File: src/rtl/cbi_pkg.sv
package cbi_pkg;
  localparam logic [7:0] NTSC_BLANK_CODE = 8'h3C;
  localparam logic [7:0] PAL_BLANK_CODE  = 8'h40;
  localparam int         PAL_TIP_LIFT    = 4;

  // Field-identity nibble: bit3 carries burst sense, bits2:0 the field count
  function automatic logic [3:0] field_nibble(input logic pal, input logic swing,
                                              input logic [2:0] fld);
    return pal ? {~swing, fld} : {1'b1, 1'b0, fld[1:0]};
  endfunction
endpackage

File: src/rtl/cbi_clamp.sv
module cbi_clamp
  import cbi_pkg::*;
#(
  parameter int DW = 8,
  parameter int NW = 4
) (
  input  logic [DW-1:0] raw,
  input  logic [DW-1:0] blank,
  input  logic          pal,
  input  logic          en,
  input  logic          tip,
  input  logic [NW-1:0] tip_lvl,
  output logic [DW-1:0] lvl_out
);
  localparam logic [DW-1:0] BASE_N = DW'(NTSC_BLANK_CODE);
  localparam logic [DW-1:0] BASE_P = DW'(PAL_BLANK_CODE);
  localparam logic [DW-1:0] LIFT   = DW'(PAL_TIP_LIFT);
  localparam logic signed [DW+1:0] TOP = $signed({2'b00, {DW{1'b1}}});

  logic [DW-1:0]          base;
  logic signed [DW+1:0]   sum;
  logic [DW-1:0]          sat;
  logic [DW-1:0]          tip_code;

  always_comb begin
    base = pal ? BASE_P : BASE_N;
    sum  = $signed({2'b00, raw}) - $signed({2'b00, blank}) + $signed({2'b00, base});
    if (sum < 0)        sat = '0;
    else if (sum > TOP) sat = '1;
    else                sat = sum[DW-1:0];
    tip_code = DW'(tip_lvl) + (pal ? LIFT : '0);
    if (!en)      lvl_out = raw;
    else if (tip) lvl_out = tip_code;
    else          lvl_out = sat;
  end
endmodule

File: src/rtl/cbi_refseq.sv
module cbi_refseq
  import cbi_pkg::*;
#(
  parameter int NW = 4,
  parameter int WW = 24
) (
  input  logic          clk,
  input  logic          rst_n,
  input  logic          adv,
  input  logic          tip,
  input  logic          pal,
  input  logic          swing,
  input  logic [2:0]    field,
  input  logic [WW-1:0] freq,
  input  logic [WW-1:0] phase,
  output logic          ref_slot,
  output logic [NW-1:0] ref_nib
);
  localparam int NN    = WW / NW;
  localparam int SLOTS = 1 + 2 * NN;
  localparam int IW    = $clog2(SLOTS + 1);

  logic          in_tip_q;
  logic [IW-1:0] idx_q;
  logic [WW-1:0] freq_q, phase_q;
  logic [NW-1:0] fid_q;

  logic          first;
  logic [IW-1:0] idx;
  logic [WW-1:0] fw, pw;
  logic [NW-1:0] fid_live, fid;
  int            sh;

  always_comb begin
    first    = tip && !in_tip_q;
    idx      = first ? '0 : idx_q;
    fid_live = NW'(field_nibble(pal, swing, field));
    fw       = first ? freq  : freq_q;
    pw       = first ? phase : phase_q;
    fid      = first ? fid_live : fid_q;
    ref_slot = tip && (int'(idx) < SLOTS);
    sh       = 0;
    ref_nib  = '0;
    if (idx == '0) begin
      ref_nib = fid;
    end else if (int'(idx) <= NN) begin
      sh      = NW * (NN - int'(idx));
      ref_nib = NW'(fw >> sh);
    end else begin
      sh      = NW * (2 * NN - int'(idx));
      ref_nib = NW'(pw >> sh);
    end
  end

  always_ff @(posedge clk) begin
    if (!rst_n) begin
      in_tip_q <= 1'b0;
      idx_q    <= '0;
      freq_q   <= '0;
      phase_q  <= '0;
      fid_q    <= '0;
    end else if (adv) begin
      in_tip_q <= tip;
      if (first) begin
        freq_q  <= freq;
        phase_q <= phase;
        fid_q   <= fid_live;
        idx_q   <= IW'(1);
      end else if (tip && (int'(idx_q) < SLOTS)) begin
        idx_q <= idx_q + IW'(1);
      end
    end
  end

  // once a burst is under way the held words must not move
  a_r8_hold_coherent: assert property (@(posedge clk) disable iff (!rst_n)
    (adv && tip && in_tip_q) |=> ($stable(freq_q) && $stable(phase_q) && $stable(fid_q)));
endmodule

File: src/rtl/cbi_top.sv
module cbi_top #(
  parameter int DW = 8,
  parameter int NW = 4,
  parameter int WW = 24
) (
  input  logic          clk,
  input  logic          rst_n,
  input  logic          s_valid,
  output logic          s_ready,
  input  logic [DW-1:0] s_data,
  input  logic          s_tip,
  output logic          m_valid,
  input  logic          m_ready,
  output logic [DW-1:0] m_data,
  input  logic [DW-1:0] blank_lvl,
  input  logic [WW-1:0] sc_freq,
  input  logic [WW-1:0] sc_phase,
  input  logic [2:0]    field_cnt,
  input  logic          fmt_pal,
  input  logic          line_swing,
  input  logic          clamp_en,
  input  logic          ref_off,
  input  logic          force_low,
  input  logic          pll_locked,
  input  logic [NW-1:0] tip_lvl
);
  logic          accept;
  logic          ref_slot;
  logic [NW-1:0] ref_nib;
  logic [DW-1:0] clamp_out;
  logic [DW-1:0] nxt;

  assign s_ready = !m_valid || m_ready;
  assign accept  = s_valid && s_ready;

  cbi_refseq #(.NW(NW), .WW(WW)) u_seq (
    .clk(clk), .rst_n(rst_n), .adv(accept), .tip(s_tip), .pal(fmt_pal),
    .swing(line_swing), .field(field_cnt), .freq(sc_freq), .phase(sc_phase),
    .ref_slot(ref_slot), .ref_nib(ref_nib)
  );

  cbi_clamp #(.DW(DW), .NW(NW)) u_clamp (
    .raw(s_data), .blank(blank_lvl), .pal(fmt_pal), .en(clamp_en),
    .tip(s_tip), .tip_lvl(tip_lvl), .lvl_out(clamp_out)
  );

  always_comb begin
    if (ref_slot && !ref_off)           nxt = {{(DW-NW){1'b0}}, ref_nib};
    else if (force_low && !pll_locked)  nxt = '0;
    else                                nxt = clamp_out;
  end

  always_ff @(posedge clk) begin
    if (!rst_n) begin
      m_valid <= 1'b0;
      m_data  <= '0;
    end else if (accept) begin
      m_valid <= 1'b1;
      m_data  <= nxt;
    end else if (m_ready) begin
      m_valid <= 1'b0;
    end
  end

  // a stalled output beat is held
  a_r1_stall_hold: assert property (@(posedge clk) disable iff (!rst_n)
    (m_valid && !m_ready) |=> (m_valid && $stable(m_data)));
  // an accepted beat is presented next cycle
  a_r1_accept_out: assert property (@(posedge clk) disable iff (!rst_n)
    (s_valid && s_ready) |=> m_valid);
  // reference slots occupy only the low nibble
  a_r6_low_nibble: assert property (@(posedge clk) disable iff (!rst_n)
    (accept && ref_slot && !ref_off) |=> (m_data[DW-1:NW] == '0));
  // unlocked with force-low gives zero outside reference slots
  a_r10_force_zero: assert property (@(posedge clk) disable iff (!rst_n)
    (accept && force_low && !pll_locked && !(ref_slot && !ref_off)) |=> (m_data == '0));
endmodule

File: config.mk
export PLATFORM = sky130hd
export DESIGN_NAME = cbi_top
export DESIGN_NICKNAME = d
export VERILOG_FILES = /design/src/rtl/cbi_pkg.sv /design/src/rtl/cbi_clamp.sv /design/src/rtl/cbi_refseq.sv /design/src/rtl/cbi_top.sv
export SDC_FILE = /design/constraint.sdc
export NUM_CORES = 1
export LEC_CHECK = 0
export ABC_CLOCK_PERIOD_IN_PS = 4200
export BUFFER_PORTS_ARGS = -buffer_cell sky130_fd_sc_hd__buf_2
export CORE_MARGIN = 2
export CORE_UTILIZATION = 40
export CTS_BUF_LIST = sky130_fd_sc_hd__clkbuf_2
export CTS_CLUSTER_SIZE = 25
export DETAILED_ROUTE_END_ITERATION = 7
export GPL_TIMING_DRIVEN = 0
export PLACE_DENSITY_LB_ADDON = 0.05
export SLEW_MARGIN = 25
export SYNTH_ARGS = -nofsm -noshare
export SYNTH_HDL_FRONTEND = slang
export SYNTH_SLANG_ARGS = --single-unit
File: constraint.sdc
create_clock -name clk -period 4.2 [get_ports clk]
set_clock_uncertainty 0.05 [all_clocks]
set_input_delay 1.26 -clock clk [delete_from_list [all_inputs] [get_ports clk]]
set_output_delay 1.26 -clock clk [all_outputs]
set_load 0.02 [all_outputs]
==> impl_metrics.csv <==
group,metric,value,unit
status,outcome,"finished, final reports clean",
logic_synthesis,syn_nets,680,
sta,worst_slew_pin_slew,701,ps
critical_path,cpLargestDelayFamily,"compound AO/OA/AOI/OAI gates",
critical_path,crit_fanout,4,
logic_synthesis,ys_seq_elements,66,
place,place_area,5050,µm²
critical_path,r2r_setup_slack,610,ps
grt,grt-ovfl-total,0,
logic_synthesis,avgSynthCellArea,7.64,µm²
cts,cts_tree,"built",
floorplanning,die_x,109,µm
final_layout,nets,783,
run,cap_violations,0,
cts,cts.sinks,66,
route,drc,0,
sta,hold_ws,425,ps
logic_synthesis,async_reset_ff_share,0,%
sta,min_period,4020,ps
floorplanning,die_h,109,µm
power_and_ir_drop,ir_drop,0.210,mV
logic_synthesis,synth_area_leaders,"dfxtp_1 (30%), nand2_1 (12%), a21boi_0 (9.6%), ha_1 (6.0%), mux2i_1 (3.6%)",
floorplanning,die_area,11800,µm²
logic_synthesis,yosys_warnings,0,
critical_path,worstSetupPathType,"in2reg",
critical_path,crit_chain,"buf_2 -> inv_1 -> ha_2 -> fa_2 -> nor2b_4 -> o2111ai_2 -> nand2_1 -> xor2_2 -> ha_1 -> a21o_1 -> a31oi_4 -> nand2_1 -> a2111o_1 -> nor2_4 -> nor4b_1 -> a211o_1",
route,vias,4369,
place,finalWeightedCongestion,0.834,
grt,grt_pass1_wl,20500,µm
sta,fmax,249,MHz
floorplanning,io_pins,92,
final_layout,final_common_cell,"nand2_1",
route,wl_per_cell,15.6,µm
power_and_ir_drop,p_leak,2.19,nW
hold_path,holdPathStages,2,
critical_path,cpMostUsedCell,"nand2_1",
floorplanning,rows,38,
logic_synthesis,synth.yosys.seq_area_share,30.1,%
grt,grt_pass1_vias,4055,
grt,grtUsageTotal,22.4,%
place,portBuffers,91,
cts,root_buffer,"clkbuf_2",
route,postRouteAntennaNets,0,
route,vias_per_cell,5.31,
logic_synthesis,synth.distinct_cells,61,
power_and_ir_drop,power_density,300,nW/µm²
grt,antenna_found_initial,0,
cts,clkTransAtPathRegs,210,ps
route,drtIter0Drc,286,
sta,final-hold-violation-count,0,
final_layout,n_antenna_cell,0,
logic_synthesis,synth_ff_type,"dfxtp_1",
cts,cts.htree.levels,3,
critical_path,worstPathArrival,4440,ps
final_layout,layout_common_cells,"nand2_1 (146), buf_2 (96), dfxtp_1 (66)",
route,routed_wl,12800,µm
sta,relSlewSlack,53.1,%
final_layout,nFillCells,1136,
critical_path,critPathBufInv,2,
critical_path,r2r_cells,12,
critical_path,r2r_end,"m_data[0]",
final_layout,post_route_cells_drive_above_1_share,20.8,%
cts,cts_buffers,9,
hold_path,holdCritStartpoint,"u_seq.phase_q[20]",
logic_synthesis,synth_area,4390,µm²
sta,finalSetupViolations,0,
sta,final.period_utilization,95.8,%
logic_synthesis,syn_inst,575,
sta,drv_slew,0,
hold_path,hold_path_class,"reg2reg",
critical_path,crit_slowest_cell,"a2111o_1",
hold_path,min_to,"u_seq.phase_q[20]",
final_layout,syn_to_final_growth,18.8,%
cts,insertion_delay,540,ps
floorplanning,core,10800,µm²
logic_synthesis,synth_area_leader_cell,"dfxtp_1",
final_layout,final_cell_area,5220,µm²
floorplanning,initial_core_util,40.7,%
critical_path,critPathCaptureType,"register",
critical_path,crit_required,4620,ps
cts,cts_buffer_depth,2,
critical_path,max_stage_delay,530,ps
grt,grt_max_degree,12,
route,drt_pre_antenna_iters,5,
critical_path,reg2reg_from,"u_seq.in_tip_q",
critical_path,start_kind,"input pin",
logic_synthesis,synth-edff-count,0,
place,hpwl,9750,µm
logic_synthesis,synth_top_area_share,30.1,%
==> worst max-delay path by stage <==
stage                      to  depth (start not counted)  slack, ps  startpoint
global route        m_data[2]                         16         -8   s_data[0]
finish              m_data[0]                         16        180   s_data[0]
floorplan           m_data[2]                         15          7   s_data[0]
CTS                 m_data[0]                         16          7   s_data[0]
detailed placement  m_data[0]                         16       -580   s_data[0]
global placement    m_data[0]                         16       -530   s_data[0]
==> state kept, by name, indices dropped and copies added (netlist names) <==
name            flops
u_seq.idx_q         4
m_data              8
u_seq.in_tip_q      1
m_valid             1
u_seq.fid_q         4
u_seq.freq_q       24
u_seq.phase_q      24
==> through the flow <==
stage / worst slack (ps) / instances / power [W] / setup TNS (ps) / utilization (%)
floorplan: 7.37 / 575 / 0.000980 / 0 / -
global placement: -533 / 806 / 0.00112 / -3260 / 46.8
detailed placement: -578 / 806 / 0.00113 / -3590 / 46.8
CTS: 7.10 / 822 / 0.00156 / 0 / 48.0
global route: -8.27 / 823 / 0.00167 / -8.27 / 48.4
finish: 176 / 823 / 0.00157 / 0 / 48.4
==> kinds of logic (layout without fill, tap and decap cells) <==
family,after synthesis,after routing,share of synthesized area (%)
AND/OR/NAND/NOR,228,228,22.4
AO/OA/AOI/OAI,167,167,27.0
flip-flops,66,66,30.1
buffers and inverters,57,165,5.27
multiplexers,27,27,6.98
adder cells (fa/ha/maj),23,23,6.89
XOR/XNOR,7,7,1.40
==> worst reg2reg max path, stage by stage (launching register included) <==
cell and delay, ps:
dfxtp_1 420, nand2b_1 110, buf_2 250, clkbuf_2 330
nand2_1 180, inv_1 90, ha_1 340, a21boi_2 290
nor2_2 110, a2111oi_0 530, o21ai_0 320, a211oi_1 390
a211o_1 140
==> area by class of cell <==
type	count	area (µm²)	area share (%)
sequential	66	1320	25.3
buffer	35	150	2.87
multi-input combinational	452	2900	55.5
tap	140	175	3.35
clock buffer	10	50.0	0.958
clock inverter	6	81.3	1.56
timing repair buffer	92	463	8.86
inverter	22	82.6	1.58
==> power breakdown <==
group	switching, W	internal (W)
clock	0.000240	0.000196
combinational	0.000267	0.000190
sequential	0.0000177	0.000658
==> cells in the mapped netlist (3+ instances only) <==
library cell	count
nor3_1	4
a211o_1	3
nor2b_1	5
o211ai_1	7
nand3_1	8
dfxtp_1	66
ha_1	21
buf_2	5
a211oi_1	4
and3_1	3
nand2_1	146
and2_1	3
xnor2_1	5
clkbuf_1	27
mux2_2	9
nand2b_1	9
o221ai_1	4
a21o_1	3
a21oi_1	21
inv_1	22
a31oi_1	4
mux2i_1	16
a21boi_0	56
a221oi_1	4
nor2_1	34
or3_1	4
o21a_1	8
o21ai_0	25
a2111oi_0	5
o211a_1	4
==> metal layers <==
metal	track usage (%)	share of wire, %
met1	31.4	49
met2	35.3	44
met3	4.72	5.8
met4	4.95	1.0
met5	0	0
==> timing repair <==
action / in CTS / in global routing
gates resized for setup: 0 / 9
setup endpoints to repair: 0 / 7
hold endpoints to repair: 0 / 0
hold buffers: 0 / 0
setup buffers: 0 / 1
(Power assumes the default switching activity.)
